**src/rtl/mbt_pkg.sv**
```systemverilog
package mbt_pkg;

   typedef struct packed {
      logic blink_en;
      logic fast;
      logic restart;
   } ctl_t;

   localparam int CFG_W         = 4;
   localparam int CFG_EN_BIT    = 0;
   localparam int CFG_FAST_BIT  = 1;
   localparam int CFG_RST_BIT   = 2;
   localparam int CFG_PHASE_BIT = 3;

   function automatic int width_of(input int n);
      return (n > 1) ? $clog2(n) : 1;
   endfunction

endpackage

```
**src/rtl/mbt_ctl_reg.sv**
```systemverilog
module mbt_ctl_reg
   import mbt_pkg::*;
(
   input  logic clk,
   input  logic rst_n,
   input  logic cs_n,
   input  ctl_t wr,
   output logic blink_en,
   output logic fast,
   output logic restart
);

   logic cs_q;
   logic cs_rise;

   assign cs_rise = cs_n & ~cs_q;

   always_ff @(posedge clk or negedge rst_n) begin
      if (!rst_n) begin
         cs_q     <= 1'b1;
         blink_en <= 1'b0;
         fast     <= 1'b0;
         restart  <= 1'b0;
      end else begin
         cs_q <= cs_n;
         if (cs_rise) begin
            blink_en <= wr.blink_en;
            fast     <= wr.fast;
            restart  <= wr.restart;
         end else begin
            restart  <= 1'b0;
         end
      end
   end

   // restart is a single-cycle pulse
   a_r10_selfclear: assert property (@(posedge clk) disable iff (!rst_n)
      restart |=> !restart);

   // a capture only follows a seen low-to-high chip select transition
   a_r9_capture_edge: assert property (@(posedge clk) disable iff (!rst_n)
      restart |-> $past(cs_n));

endmodule

```
**src/rtl/mbt_scan_gen.sv**
```systemverilog
module mbt_scan_gen
   import mbt_pkg::*;
#(
   parameter int SLOT_CYCLES = 400,
   parameter int FRAME_SLOTS = 14,
   parameter int NUM_DIGITS  = 4,
   parameter bit REVERSE     = 1'b0
) (
   input  logic                  clk,
   input  logic                  rst_n,
   input  logic                  restart,
   output logic [NUM_DIGITS-1:0] digit_en,
   output logic                  frame_end
);

   localparam int CYC_W  = width_of(SLOT_CYCLES);
   localparam int SLOT_W = width_of(FRAME_SLOTS);
   localparam logic [CYC_W-1:0]  CYC_LAST  = CYC_W'(SLOT_CYCLES - 1);
   localparam logic [SLOT_W-1:0] SLOT_LAST = SLOT_W'(FRAME_SLOTS - 1);

   generate
      if (SLOT_CYCLES < 2)
         $error("mbt_scan_gen: SLOT_CYCLES must be at least 2");
      if (FRAME_SLOTS < 2)
         $error("mbt_scan_gen: FRAME_SLOTS must be at least 2");
      if (NUM_DIGITS < 1 || NUM_DIGITS > FRAME_SLOTS)
         $error("mbt_scan_gen: NUM_DIGITS must lie in 1..FRAME_SLOTS");
   endgenerate

   logic [CYC_W-1:0]  cyc_q;
   logic [SLOT_W-1:0] slot_q;
   logic              last_cyc;
   logic              last_slot;

   assign last_cyc  = (cyc_q == CYC_LAST);
   assign last_slot = (slot_q == SLOT_LAST);
   assign frame_end = last_cyc & last_slot;

   always_ff @(posedge clk or negedge rst_n) begin
      if (!rst_n) begin
         cyc_q  <= '0;
         slot_q <= '0;
      end else if (restart) begin
         cyc_q  <= '0;
         slot_q <= '0;
      end else if (last_cyc) begin
         cyc_q  <= '0;
         slot_q <= last_slot ? '0 : slot_q + SLOT_W'(1);
      end else begin
         cyc_q  <= cyc_q + CYC_W'(1);
      end
   end

   generate
      for (genvar g = 0; g < NUM_DIGITS; g++) begin : g_digit
         if (REVERSE) begin : g_down
            assign digit_en[g] = (slot_q == SLOT_W'(NUM_DIGITS - 1 - g));
         end else begin : g_up
            assign digit_en[g] = (slot_q == SLOT_W'(g));
         end
      end
   endgenerate

   // never two digits at once
   a_r4_onehot: assert property (@(posedge clk) disable iff (!rst_n)
      $onehot0(digit_en));

   // slot index holds until its last cycle
   a_r2_slot_hold: assert property (@(posedge clk) disable iff (!rst_n)
      (!last_cyc && !restart) |=> $stable(slot_q));

   // frame wraps back to slot 0 cycle 0
   a_r3_frame_wrap: assert property (@(posedge clk) disable iff (!rst_n)
      (frame_end && !restart) |=> (slot_q == '0 && cyc_q == '0));

   // restart lands on the start of slot 0
   a_r10_scan_restart: assert property (@(posedge clk) disable iff (!rst_n)
      restart |=> (slot_q == '0 && cyc_q == '0));

endmodule

```
**src/rtl/mbt_blink_gen.sv**
```systemverilog
module mbt_blink_gen
   import mbt_pkg::*;
#(
   parameter int SLOW_FRAMES = 256,
   parameter int FAST_FRAMES = 128
) (
   input  logic clk,
   input  logic rst_n,
   input  logic restart,
   input  logic frame_end,
   input  logic blink_en,
   input  logic fast,
   output logic phase_p1
);

   localparam int MAX_FRAMES = (SLOW_FRAMES > FAST_FRAMES) ? SLOW_FRAMES : FAST_FRAMES;
   localparam int FRM_W      = width_of(MAX_FRAMES) + 1;
   localparam logic [FRM_W-1:0] SLOW_P = FRM_W'(SLOW_FRAMES);
   localparam logic [FRM_W-1:0] FAST_P = FRM_W'(FAST_FRAMES);

   generate
      if (SLOW_FRAMES < 2 || (SLOW_FRAMES % 2) != 0)
         $error("mbt_blink_gen: SLOW_FRAMES must be even and at least 2");
      if (FAST_FRAMES < 2 || (FAST_FRAMES % 2) != 0)
         $error("mbt_blink_gen: FAST_FRAMES must be even and at least 2");
   endgenerate

   logic [FRM_W-1:0] period;
   logic [FRM_W-1:0] half;
   logic [FRM_W-1:0] cnt_q;
   logic [FRM_W-1:0] cnt_nxt;

   assign period  = fast ? FAST_P : SLOW_P;
   assign half    = period >> 1;
   assign cnt_nxt = (cnt_q >= period - FRM_W'(1)) ? '0 : cnt_q + FRM_W'(1);

   always_ff @(posedge clk or negedge rst_n) begin
      if (!rst_n) begin
         cnt_q    <= '0;
         phase_p1 <= 1'b0;
      end else if (restart) begin
         cnt_q    <= '0;
         phase_p1 <= 1'b0;
      end else if (frame_end) begin
         cnt_q    <= cnt_nxt;
         phase_p1 <= blink_en & (cnt_nxt >= half);
      end
   end

   // phase moves only at a frame edge or restart
   a_r8_phase_boundary: assert property (@(posedge clk) disable iff (!rst_n)
      (!frame_end && !restart) |=> $stable(phase_p1));

   // disabled blink sits in P0 after the boundary
   a_r7_disabled_p0: assert property (@(posedge clk) disable iff (!rst_n)
      (frame_end && !blink_en) |=> !phase_p1);

   // restart returns to the start of P0
   a_r10_blink_restart: assert property (@(posedge clk) disable iff (!rst_n)
      restart |=> (!phase_p1 && cnt_q == '0));

   // frame count never runs past the longer period
   a_r6_cnt_bound: assert property (@(posedge clk) disable iff (!rst_n)
      cnt_q < FRM_W'(MAX_FRAMES));

endmodule

```
**src/rtl/mux_blink_timer.sv**
```systemverilog
module mux_blink_timer
   import mbt_pkg::*;
#(
   parameter int SLOT_CYCLES  = 400,
   parameter int FRAME_SLOTS  = 14,
   parameter int NUM_DIGITS   = 4,
   parameter int SLOW_FRAMES  = 256,
   parameter int FAST_FRAMES  = 128,
   parameter bit REVERSE_SCAN = 1'b0,
   parameter bit P0_HIGH      = 1'b1
) (
   input  logic                  clk,
   input  logic                  rst_n,
   input  logic                  cs_n,
   input  logic                  wr_blink_en,
   input  logic                  wr_fast,
   input  logic                  wr_restart,
   output logic [NUM_DIGITS-1:0] digit_en,
   output logic                  blink_out,
   output logic [CFG_W-1:0]      cfg_rd
);

   ctl_t wr;
   logic en_q;
   logic fast_q;
   logic restart_p;
   logic frame_end;
   logic phase_p1;

   assign wr.blink_en = wr_blink_en;
   assign wr.fast     = wr_fast;
   assign wr.restart  = wr_restart;

   mbt_ctl_reg u_ctl (
      .clk      (clk),
      .rst_n    (rst_n),
      .cs_n     (cs_n),
      .wr       (wr),
      .blink_en (en_q),
      .fast     (fast_q),
      .restart  (restart_p)
   );

   mbt_scan_gen #(
      .SLOT_CYCLES (SLOT_CYCLES),
      .FRAME_SLOTS (FRAME_SLOTS),
      .NUM_DIGITS  (NUM_DIGITS),
      .REVERSE     (REVERSE_SCAN)
   ) u_scan (
      .clk       (clk),
      .rst_n     (rst_n),
      .restart   (restart_p),
      .digit_en  (digit_en),
      .frame_end (frame_end)
   );

   mbt_blink_gen #(
      .SLOW_FRAMES (SLOW_FRAMES),
      .FAST_FRAMES (FAST_FRAMES)
   ) u_blink (
      .clk       (clk),
      .rst_n     (rst_n),
      .restart   (restart_p),
      .frame_end (frame_end),
      .blink_en  (en_q),
      .fast      (fast_q),
      .phase_p1  (phase_p1)
   );

   generate
      if (P0_HIGH) begin : g_pol_hi
         assign blink_out = ~phase_p1;
      end else begin : g_pol_lo
         assign blink_out = phase_p1;
      end
   endgenerate

   always_comb begin
      cfg_rd                = '0;
      cfg_rd[CFG_EN_BIT]    = en_q;
      cfg_rd[CFG_FAST_BIT]  = fast_q;
      cfg_rd[CFG_RST_BIT]   = 1'b0;
      cfg_rd[CFG_PHASE_BIT] = phase_p1;
   end

   // pin and status bit always report the same phase
   a_r5_phase_pin: assert property (@(posedge clk) disable iff (!rst_n)
      (blink_out == P0_HIGH) == !cfg_rd[CFG_PHASE_BIT]);

endmodule

```
**config.mk**
```make
export PLATFORM = sky130hd
export DESIGN_NAME = mux_blink_timer
export DESIGN_NICKNAME = d
export VERILOG_FILES = /design/src/rtl/mbt_pkg.sv /design/src/rtl/mbt_ctl_reg.sv /design/src/rtl/mbt_scan_gen.sv /design/src/rtl/mbt_blink_gen.sv /design/src/rtl/mux_blink_timer.sv
export SDC_FILE = /design/constraint.sdc
export NUM_CORES = 1
export LEC_CHECK = 0
export CAP_MARGIN = 20
export CORE_MARGIN = 4
export CORE_UTILIZATION = 50
export DETAILED_ROUTE_END_ITERATION = 8
export PLACE_DENSITY = 0.71
export SLEW_MARGIN = 15
export SYNTH_ARGS = -nofsm -noshare
export SYNTH_HDL_FRONTEND = slang
export SYNTH_SLANG_ARGS = --single-unit
```
**constraint.sdc**
```tcl
create_clock -name clk -period 6.3 [get_ports clk]
set_input_delay 1.26 -clock clk [delete_from_list [all_inputs] [get_ports clk]]
set_output_delay 1.26 -clock clk [all_outputs]
set_load 0.02 [all_outputs]
```
==> qor.csv, run 1 <==
metric,value,unit
tritoncts_clock_tree,done,
share_clk_of_total_power,19.0,%
port_buffers,13,
cts_resized,0,
netlist_area,1600,um^2
hold_violations,0,
path_clk_slew,0.14,ns
place_congestion,0.865,
detailedPlacementHpwl,2230,um
route.vias.total,1232,
first_global_vias,1245,
fill_cells,290,
yosys_register_bits,27,
clock-root-buffer,sky130_fd_sc_hd__clkbuf_4,
power_density,223,nW/um^2
max_slew.worst_pin.slew,0.594,ns
cts_setup_buffers,0,
drive_gt1_share,9.83,%
fin_skew,0.00262,ns
power_frac_seq,58.8,%
power_report.internal_total,0.264,mW
ys_dominant_reg_cell,sky130_fd_sc_hd__dfrtp_1,
hp-class,register to register,
hold_depth,1,
drt_pre_antenna_iters,4,
drc_errors,0,
achievable-frequency,0.325,GHz
reg_to_reg_end,u_blink.phase_p1,
ir_drop,0.141,mV
synth_seq_area_share,42.4,%
num_rows,20,
via_per_inst,5.68,
area.growth.synth_to_final,9.25,%
finalCritPeriodShare,48.8,%
timing.hold.worst_endpoint,u_scan.cyc_q[0],
detailedPlace.worstSlack,3.57,ns
grt_usage,17.1,%
timing_max_transition_violations_final,0,
initial_util,52.3,%
setup_total_negative_slack,0,ns
hp-start,u_scan.cyc_q[0],
static-leakage-power,0.696,nW
yosys_cell_types,45,
antenna_found_initial,0,
synthesis.area_per_instance,9.50,um^2
final.min_clock_period,3.08,ns
clock_tree.buffer_depth,2,
num_antenna_cells,0,
layout_commonest_cell,sky130_fd_sc_hd__dfrtp_1,
placeable_core_region,3050,um^2
pwr-share-comb,22.2,%
cell_count_of_the_worst_reg_to_reg_path,10,
critical_path.endpoint_type,output pin,
setup_repair_after_global_routing_missed_its_margin,false,
most-common-layout-cells,"sky130_fd_sc_hd__dfrtp_1, sky130_fd_sc_hd__nor2_1, sky130_fd_sc_hd__nand2_1, sky130_fd_sc_hd__clkdlybuf4s50_1",
timing.final.setup_violations,0,
worstPathMaxFanout,9,
detailedRoute.firstIterationViolations,93,
cp-start-kind,register,
status,completed,
route.detailed.wl_per_inst,14.0,um
clkLatencyLatePin,0.32,ns
critical_path_required,5.04,ns
wire_length_of_the_first_global_routing_pass,5650,um
cts_hold_buffers,0,
floorplan.die_area,4160,um^2
final_net_count,185,
clock_sink_count,27,
antenna_violating_nets_post_route,0,
total_switching_power,0.124,mW
die-width,64.5,um
max_slew_margin,60.4,%
critPathArrivalTime,1.82,ns
asr_flop_ratio_synth,100,%
pin_count,15,
synth-edff-count,0,
rr_startpoint,u_blink.cnt_q[0],
timing_worst_setup_path_type,register to output pin,
setup_slack_after_layout,3.22,ns
synth-warning-count,0,
totalWireLength,3040,um
gr-total-overflow,0,
die_height,64.5,um
number_of_clock_buffers_inserted_by_tritoncts,3,
synth_nets,179,
pin_count_of_the_biggest_net_entering_global_routing,28,
r2r_slack,3.62,ns
syn-instance-count,168,
max_cap_viol_count,0,
cts_max_level,1,
power.share.switching,32.0,%
==> synthesized netlist by cell type, types with 2 or more instances <==
cell                       instances  area share (%)
sky130_fd_sc_hd__nand4b_1          4             2.2
sky130_fd_sc_hd__nor2_1           21             4.9
sky130_fd_sc_hd__nor2b_1           3             1.2
sky130_fd_sc_hd__and3_1            4             1.6
sky130_fd_sc_hd__o31ai_2           2             1.6
sky130_fd_sc_hd__nor4b_1           3             1.6
sky130_fd_sc_hd__nand3_1           9             2.8
sky130_fd_sc_hd__or2_2             2            0.78
sky130_fd_sc_hd__a21oi_1           6             1.9
sky130_fd_sc_hd__o31ai_1           2            0.94
sky130_fd_sc_hd__buf_2             6             1.9
sky130_fd_sc_hd__mux2_2            2             1.4
sky130_fd_sc_hd__inv_1             4            0.94
sky130_fd_sc_hd__nor4_1            2            0.78
sky130_fd_sc_hd__ha_1              5             3.9
sky130_fd_sc_hd__clkbuf_1          3            0.71
sky130_fd_sc_hd__a211o_1           2             1.1
sky130_fd_sc_hd__xor2_1            3             1.6
sky130_fd_sc_hd__o21ai_1           9             2.8
sky130_fd_sc_hd__xnor2_1           8             4.4
sky130_fd_sc_hd__buf_4             4             1.9
sky130_fd_sc_hd__nand2_1          16             3.8
sky130_fd_sc_hd__dfrtp_1          26              41
==> metal layers <==
metal	vias up	GRT usage, %	wire, um
met1	592	21.8	1350
met4	0	7.39	61
met3	6	2.95	152
met5	-	0	0
li1	598	-	-
met2	36	28.6	1470
==> registers in the layout, indices dropped and copies added, names as in the netlist <==
name / count
u_ctl.fast: 1
u_blink.cnt_q: 9
u_blink.phase_p1: 1
u_ctl.cs_q: 1
u_ctl.restart: 1
u_scan.slot_q: 4
u_ctl.blink_en: 1
u_scan.cyc_q: 9
==> worst max path at each step <==
stage | cells past startpoint | slack, ns | end | from
after global routing | 2 | 3.05 | digit_en[3] | u_scan.slot_q[0]
after floorplan | 2 | 3.76 | digit_en[2] | u_scan.slot_q[0]
after CTS | 2 | 3.19 | digit_en[3] | u_scan.slot_q[0]
final | 2 | 3.22 | digit_en[3] | u_scan.slot_q[0]
after global placement | 2 | 3.65 | digit_en[2] | u_scan.slot_q[0]
after detailed placement | 2 | 3.57 | digit_en[3] | u_scan.slot_q[0]
==> power groups by stage <==
stage               clock network (mW)  logic (mW)  registers (mW)
CTS                             0.0771      0.0867           0.228
detailed placement                   0      0.0860           0.231
global route                    0.0882      0.0998           0.234
floorplan                            0      0.0677           0.224
finish                          0.0740      0.0863           0.229
global placement                     0      0.0811           0.230
==> metrics by stage <==
step | cell area [um^2] | hold WS (ns) | total power [mW] | std cells | util [%]
final | 1740 | 0.475 | 0.389 | 217 | 57.1
after global routing | 1740 | 0.512 | 0.422 | 217 | 57.1
after CTS | 1740 | 0.475 | 0.392 | 217 | 57.1
after detailed placement | 1720 | 0.456 | 0.317 | 213 | 56.2
after global placement | 1720 | 0.443 | 0.311 | 213 | 56.2
after floorplan | 1600 | 0.433 | 0.292 | 168 | -
==> logic make-up (layout without fill, tap and decap cells) <==
family,Yosys count,count (layout),share of synthesized area [%]
simple gates,74,74,26.0
compound gates,30,30,13.9
other cells,1,1,0.235
buf+inv,17,22,5.41
mux,3,3,2.04
flops,27,27,42.4
fa+ha+maj,5,5,3.92
xor+xnor,11,11,6.04
==> final cells by class <==
cell class / instances / area [um^2] / area share (%)
multi-input combinational: 124 / 832 / 47.7
timing repair buffer: 14 / 138 / 7.90
clock buffer: 4 / 26.3 / 1.51
sequential: 27 / 677 / 38.8
tap: 44 / 55.1 / 3.16
inverter: 4 / 15.0 / 0.861
==> worst max-delay path: stages, from the launching register on <==
cell and delay, ns:
sky130_fd_sc_hd__dfrtp_1 0.51, sky130_fd_sc_hd__nor4bb_1 0.33, sky130_fd_sc_hd__clkdlybuf4s50_1 0.65
No activity file was read; power rests on OpenSTA's default activity.
==> inputs of run 2 (changes only) <==
--- a/config.mk
+++ b/config.mk
@@ -9,7 +9,7 @@
 export CORE_MARGIN = 4
 export CORE_UTILIZATION = 50
 export DETAILED_ROUTE_END_ITERATION = 8
-export PLACE_DENSITY = 0.71
+export PLACE_DENSITY = 0.74
 export SLEW_MARGIN = 15
 export SYNTH_ARGS = -nofsm -noshare
 export SYNTH_HDL_FRONTEND = slang
==> constraint.sdc (replaced) <==
create_clock -name clk -period 2.7 [get_ports clk]
set_input_delay 0.54 -clock clk [delete_from_list [all_inputs] [get_ports clk]]
set_output_delay 0.54 -clock clk [all_outputs]
set_load 0.02 [all_outputs]
==> qor.csv, run 2 (synthesized netlist as in run 1, its figures left out) <==
metric,value,unit,change
clock_sink_count,27,,unchanged
gr-total-overflow,0,,unchanged
power_density,525,nW/um^2,+140%
timing_max_transition_violations_final,0,,unchanged
grt_usage,17.1,%,-0.019 points
status,completed,,
port_buffers,13,,unchanged
finalCritPeriodShare,93.9,%,
critical_path.endpoint_type,register,,
cts_max_level,1,,unchanged
static-leakage-power,0.706,nW,+1.4%
cp-start-kind,register,,
hold_violations,0,,unchanged
max_slew_margin,57.1,%,-3.3 points
final.min_clock_period,2.53,ns,
slowest_delay,0.44,ns,-0.21 ns
wire_length_of_the_first_global_routing_pass,5700,um,+0.85%
die-width,64.5,um,unchanged
detailedRoute.firstIterationViolations,91,,-2.2%
layout_commonest_cell,sky130_fd_sc_hd__dfrtp_1,,
drc_errors,0,,unchanged
antenna_violating_nets_post_route,0,,unchanged
tritoncts_clock_tree,done,,
pin_count,15,,unchanged
critPathSlowestCell,sky130_fd_sc_hd__dfrtp_1,,
clock_tree.buffer_depth,2,,unchanged
timing.final.setup_violations,0,,unchanged
antenna_found_initial,0,,unchanged
place_congestion,0.879,,+1.5%
most-common-layout-cells,"sky130_fd_sc_hd__dfrtp_1, sky130_fd_sc_hd__nor2_1, sky130_fd_sc_hd__nand2_1, sky130_fd_sc_hd__clkdlybuf4s50_1",,
drive_gt1_share,12.6,%,+2.7 points
crit_path_cell_trace,ha_2 -> and3_1 -> nand3_1 -> xnor2_1 -> o211ai_1 -> ha_1 -> nor4b_1 -> o2111ai_1 -> o41ai_1 -> a211o_1,,
path_clk_slew,0.14,ns,about the same
pin_count_of_the_biggest_net_entering_global_routing,28,,unchanged
num_rows,20,,unchanged
max_cap_viol_count,0,,unchanged
hp-class,register to register,,
placeable_core_region,3050,um^2,unchanged
finish.utilization,57.7,%,+0.66 points
detailedPlacementHpwl,2240,um,+0.46%
num_antenna_cells,0,,unchanged
worstPathMaxFanout,7,,-2
timing_worst_setup_path_type,register to register,,
drt_pre_antenna_iters,4,,unchanged
achievable-frequency,0.394,GHz,
fin_skew,0.00259,ns,-0.0000271 ns
totalWireLength,3150,um,+3.7%
fill_cells,284,,-2.1%
final_net_count,187,,+1.1%
initial_util,52.3,%,unchanged
first_global_vias,1301,,+4.5%
route.detailed.wl_per_inst,14.4,um,+2.7%
max_slew.worst_pin.slew,0.643,ns,+0.0492 ns
cts_hold_buffers,0,,unchanged
die_height,64.5,um,unchanged
number_of_clock_buffers_inserted_by_tritoncts,3,,unchanged
route.vias.total,1267,,+2.8%
floorplan.die_area,4160,um^2,unchanged
clkLatencyLatePin,0.33,ns,about the same
clock-root-buffer,sky130_fd_sc_hd__clkbuf_4,,
ir_drop,0.297,mV,+110%
via_per_inst,5.79,,+1.9%
total_power,0.926,mW,+140%
top_regs,"u_blink.cnt_q: 9 flops, u_scan.cyc_q: 9 flops, u_scan.slot_q: 4 flops",,
hold_ws,0.479,ns,+0.00356 ns
area.growth.synth_to_final,10.5,%,
critPathArrivalTime,2.76,ns,+0.94 ns
critical_path_required,2.93,ns,-2.11 ns
## run 2: what timing repair did
item / CTS / global route
resized for setup: 0 / 2
endpoints found under the hold margin: 0 / 0
buffers inserted: 0 / 2
endpoints found under the setup margin: 0 / 1
## run 2: critical path: cells and delay by family, from the launching register on
| family | cells | cell delay (ns) |
|---|---|---|
| xor+xnor | 1 | 0.19 |
| compound gates | 4 | 0.70 |
| simple gates | 3 | 0.50 |
| fa+ha+maj | 2 | 0.62 |
| flops | 1 | 0.44 |
## run 2: final timing paths
check | cells after the start | slack, ns | endpoint | from
hold / removal | 1 | 0.48 | u_scan.cyc_q[0] | u_scan.cyc_q[0]
setup / recovery | 10 | 0.17 | u_blink.phase_p1 | u_blink.cnt_q[1]
min in group asynchronous | 2 | 0.57 | u_blink.cnt_q[3] | rst_n
hold reg to reg | 1 | 0.48 | u_scan.cyc_q[0] | u_scan.cyc_q[0]
setup reg to reg | 10 | 0.17 | u_blink.phase_p1 | u_blink.cnt_q[1]
max in group asynchronous | 2 | 1.84 | u_ctl.cs_q | rst_n
## run 2: metal layers
layer,up-vias,part of all wire [%],routed length [um],global-route usage [%]
li1,606,-,-,-
met3,13,4.0,127,2.43
met2,47,47,1480,27.7
met4,0,2.8,89,8.97
met5,-,0,0,0
met1,601,46,1450,22.2
## run 2: stage by stage
stage | cells | setup TNS, ns | worst slack (ns) | instance area, um^2
floorplan | 168 | 0 | 0.390 | 1600
finish | 219 | 0 | 0.165 | 1760
detailed placement | 213 | 0 | 0.122 | 1720
global placement | 213 | 0 | 0.286 | 1720
global route | 219 | -0.00409 | -0.00409 | 1760
CTS | 217 | 0 | 0.0888 | 1740
## run 2: cell type report
| class | count | area [um^2] | area share [%] |
|---|---|---|---|
| flip-flops and latches | 27 | 678 | 38.5 |
| multi-input cells | 124 | 835 | 47.3 |
| inverters | 4 | 15.0 | 0.852 |
| repair buffers | 16 | 153 | 8.66 |
| well taps | 44 | 55.1 | 3.12 |
| clock inverters | 1 | 5.00 | 0.284 |
| clock buffers | 3 | 22.5 | 1.28 |
## run 2: power by group
part	internal, mW	total, mW	switching [mW]	leakage, nW
Combinational	0.108	0.216	0.109	0.337
Sequential	0.463	0.536	0.0723	0.351
Clock	0.0557	0.174	0.118	0.0177
==> inputs of run 3 (changes only) <==
--- a/config.mk
+++ b/config.mk
@@ -8,8 +8,10 @@
 export CAP_MARGIN = 20
 export CORE_MARGIN = 4
 export CORE_UTILIZATION = 50
+export CTS_CLUSTER_DIAMETER = 150
 export DETAILED_ROUTE_END_ITERATION = 8
 export PLACE_DENSITY = 0.74
+export RECOVER_POWER = 100
 export SLEW_MARGIN = 15
 export SYNTH_ARGS = -nofsm -noshare
 export SYNTH_HDL_FRONTEND = slang
==> qor.csv, run 3 (synthesized netlist as in run 1, its figures left out) <==
metric,value,unit,change
critical_path_required,2.93,ns,about the same
antenna_violating_nets_post_route,0,,unchanged
cp_top_family,compound AO/OA/AOI/OAI gates,,
die-width,64.5,um,unchanged
max_slew_margin,4.46,%,-53 points
drt_pre_antenna_iters,4,,unchanged
crit_path_cell_trace,ha_2 -> and3_1 -> nand3_1 -> xnor2_1 -> o211ai_1 -> ha_1 -> nor4b_1 -> o2111ai_1 -> o41ai_1 -> a211o_1,,
hold_violations,0,,unchanged
place_congestion,0.879,,unchanged
drive_gt1_share,10.3,%,-2.3 points
critPathArrivalTime,2.76,ns,about the same
rr_startpoint,u_blink.cnt_q[1],,
floorplan.die_area,4160,um^2,unchanged
share_clk_of_total_power,18.9,%,+0.2 points
power_report.internal_total,0.622,mW,-0.68%
num_rows,20,,unchanged
timing_max_transition_violations_final,0,,unchanged
final_net_count,187,,unchanged
clock-root-buffer,sky130_fd_sc_hd__clkbuf_4,,
power_density,525,nW/um^2,about the same
fin_skew,0.00250,ns,-0.0000858 ns
tritoncts_clock_tree,done,,
finish.utilization,57.2,%,-0.53 points
critical_path.endpoint_type,register,,
worstPathMaxFanout,7,,unchanged
achievable-frequency,0.395,GHz,+0.15%
placeable_core_region,3050,um^2,unchanged
static-leakage-power,0.707,nW,+0.19%
route.detailed.wl_per_inst,14.3,um,-0.16%
pin_count,15,,unchanged
final_cell_count_no_fill,219,,unchanged
hp-start,u_scan.cyc_q[0],,
cp-start-kind,register,,
detailedPlacementHpwl,2240,um,unchanged
cell_total_after_placement,213,,unchanged
port_buffers,13,,unchanged
drc_errors,0,,unchanged
ir_drop,0.295,mV,-0.60%
gr-total-overflow,0,,unchanged
area.growth.synth_to_final,9.49,%,
power.share.switching,32.1,%,-0.16 points
route.vias.total,1264,,-0.24%
number_of_clock_buffers_inserted_by_tritoncts,3,,unchanged
die_height,64.5,um,unchanged
hp-class,register to register,,
cp.buffers_inverters,0,,unchanged
initial_util,52.3,%,unchanged
wire_length_of_the_first_global_routing_pass,5700,um,unchanged
pin_count_of_the_biggest_net_entering_global_routing,28,,unchanged
num_antenna_cells,0,,unchanged
timing_worst_setup_path_type,register to register,,
clkLatencyLatePin,0.33,ns,about the same
finalCritPeriodShare,93.7,%,-0.14 points
antenna_found_initial,0,,unchanged
first_global_vias,1301,,unchanged
grt_usage,17.1,%,unchanged
path_clk_slew,0.14,ns,about the same
max_cap_viol_count,0,,unchanged
layout_commonest_cell,sky130_fd_sc_hd__dfrtp_1,,
setup_total_negative_slack,0,ns,unchanged
power_frac_seq,58.3,%,+0.4 points
clock_tree.buffer_depth,2,,unchanged
totalWireLength,3140,um,-0.16%
final.min_clock_period,2.53,ns,-0.00370 ns
detailedRoute.firstIterationViolations,83,,-8.8%
clock_sink_count,27,,unchanged
total_switching_power,0.295,mW,-1.4%
cts_hold_buffers,0,,unchanged
slowest_delay,0.44,ns,about the same
status,completed,,
pwr-share-comb,22.8,%,-0.6 points
critPathSlowestCell,sky130_fd_sc_hd__dfrtp_1,,
max_slew.worst_pin.slew,1.43,ns,+0.790 ns
timing.final.setup_violations,0,,unchanged
critPathLaunch,u_blink.cnt_q[1],,
most-common-layout-cells,"sky130_fd_sc_hd__dfrtp_1, sky130_fd_sc_hd__nor2_1, sky130_fd_sc_hd__nand2_1, sky130_fd_sc_hd__dlygate4sd3_1, sky130_fd_sc_hd__nand3_1",,
top_regs,"u_blink.cnt_q: 9 flops, u_scan.cyc_q: 9 flops, u_scan.slot_q: 4 flops",,
via_per_inst,5.77,,-0.24%
cts_max_level,1,,unchanged
[run 3: changes by cell type in the layout (fill, tap and decap cells not counted), sizes merged]
| cell | delta |
|---|---|
| clkdlybuf4s50 | -10 |
| dlygate4sd3 | +10 |
| clkbuf | +1 |
| buf | -1 |
[run 3: cell type report]
class / count / area (um^2)
clock inverter: 1 / 5.00
sequential: 27 / 678
clock buffer: 3 / 22.5
inverter: 4 / 15.0
timing repair buffer: 16 / 149
multi-input combinational: 124 / 822
fill: 289 / 1310
tap: 44 / 55.1
[run 3: final timing paths]
| kind | to | slack [ns] | cells after the start |
|---|---|---|---|
| min | u_scan.cyc_q[0] | 0.48 | 1 |
| max | u_blink.phase_p1 | 0.17 | 10 |
| min reg2reg | u_scan.cyc_q[0] | 0.48 | 1 |
| max in group asynchronous | u_blink.cnt_q[0] | 0.72 | 2 |
| max reg2reg | u_blink.phase_p1 | 0.17 | 10 |
| min in group asynchronous | u_blink.cnt_q[3] | 1.06 | 2 |
[run 3: timing repair]
| action | CTS | global route |
|---|---|---|
| setup endpoints to repair | 0 | 1 |
| hold endpoints to repair | 0 | 0 |
| setup buffers | 0 | 2 |
| gates resized for setup | 0 | 2 |
[run 3: per-layer routing]
metal	global-route usage [%]	up-vias	routed length, um
li1	-	607	-
met1	22.2	598	1410
met2	27.7	52	1500
met3	2.43	7	166
met4	8.97	0	60
met5	0	-	0
[run 3: power groups by stage]
stage	combinational (mW)	clock, mW	sequential (mW)
floorplan	0.158	0	0.523
global placement	0.194	0	0.535
CTS	0.199	0.184	0.533
detailed placement	0.198	0	0.540
finish	0.209	0.174	0.534
global route	0.239	0.200	0.548
[run 3: metrics by stage]
| stage | instance area (um^2) | worst slack (ns) | hold slack [ns] | total power, mW |
|---|---|---|---|---|
| after floorplan | 1600 | 0.390 | 0.244 | 0.681 |
| after global placement | 1720 | 0.286 | 0.446 | 0.728 |
| after detailed placement | 1720 | 0.122 | 0.461 | 0.738 |
| after CTS | 1740 | 0.0888 | 0.480 | 0.915 |
| after global routing | 1750 | -0.00193 | 0.510 | 0.987 |
| final | 1750 | 0.169 | 0.478 | 0.917 |
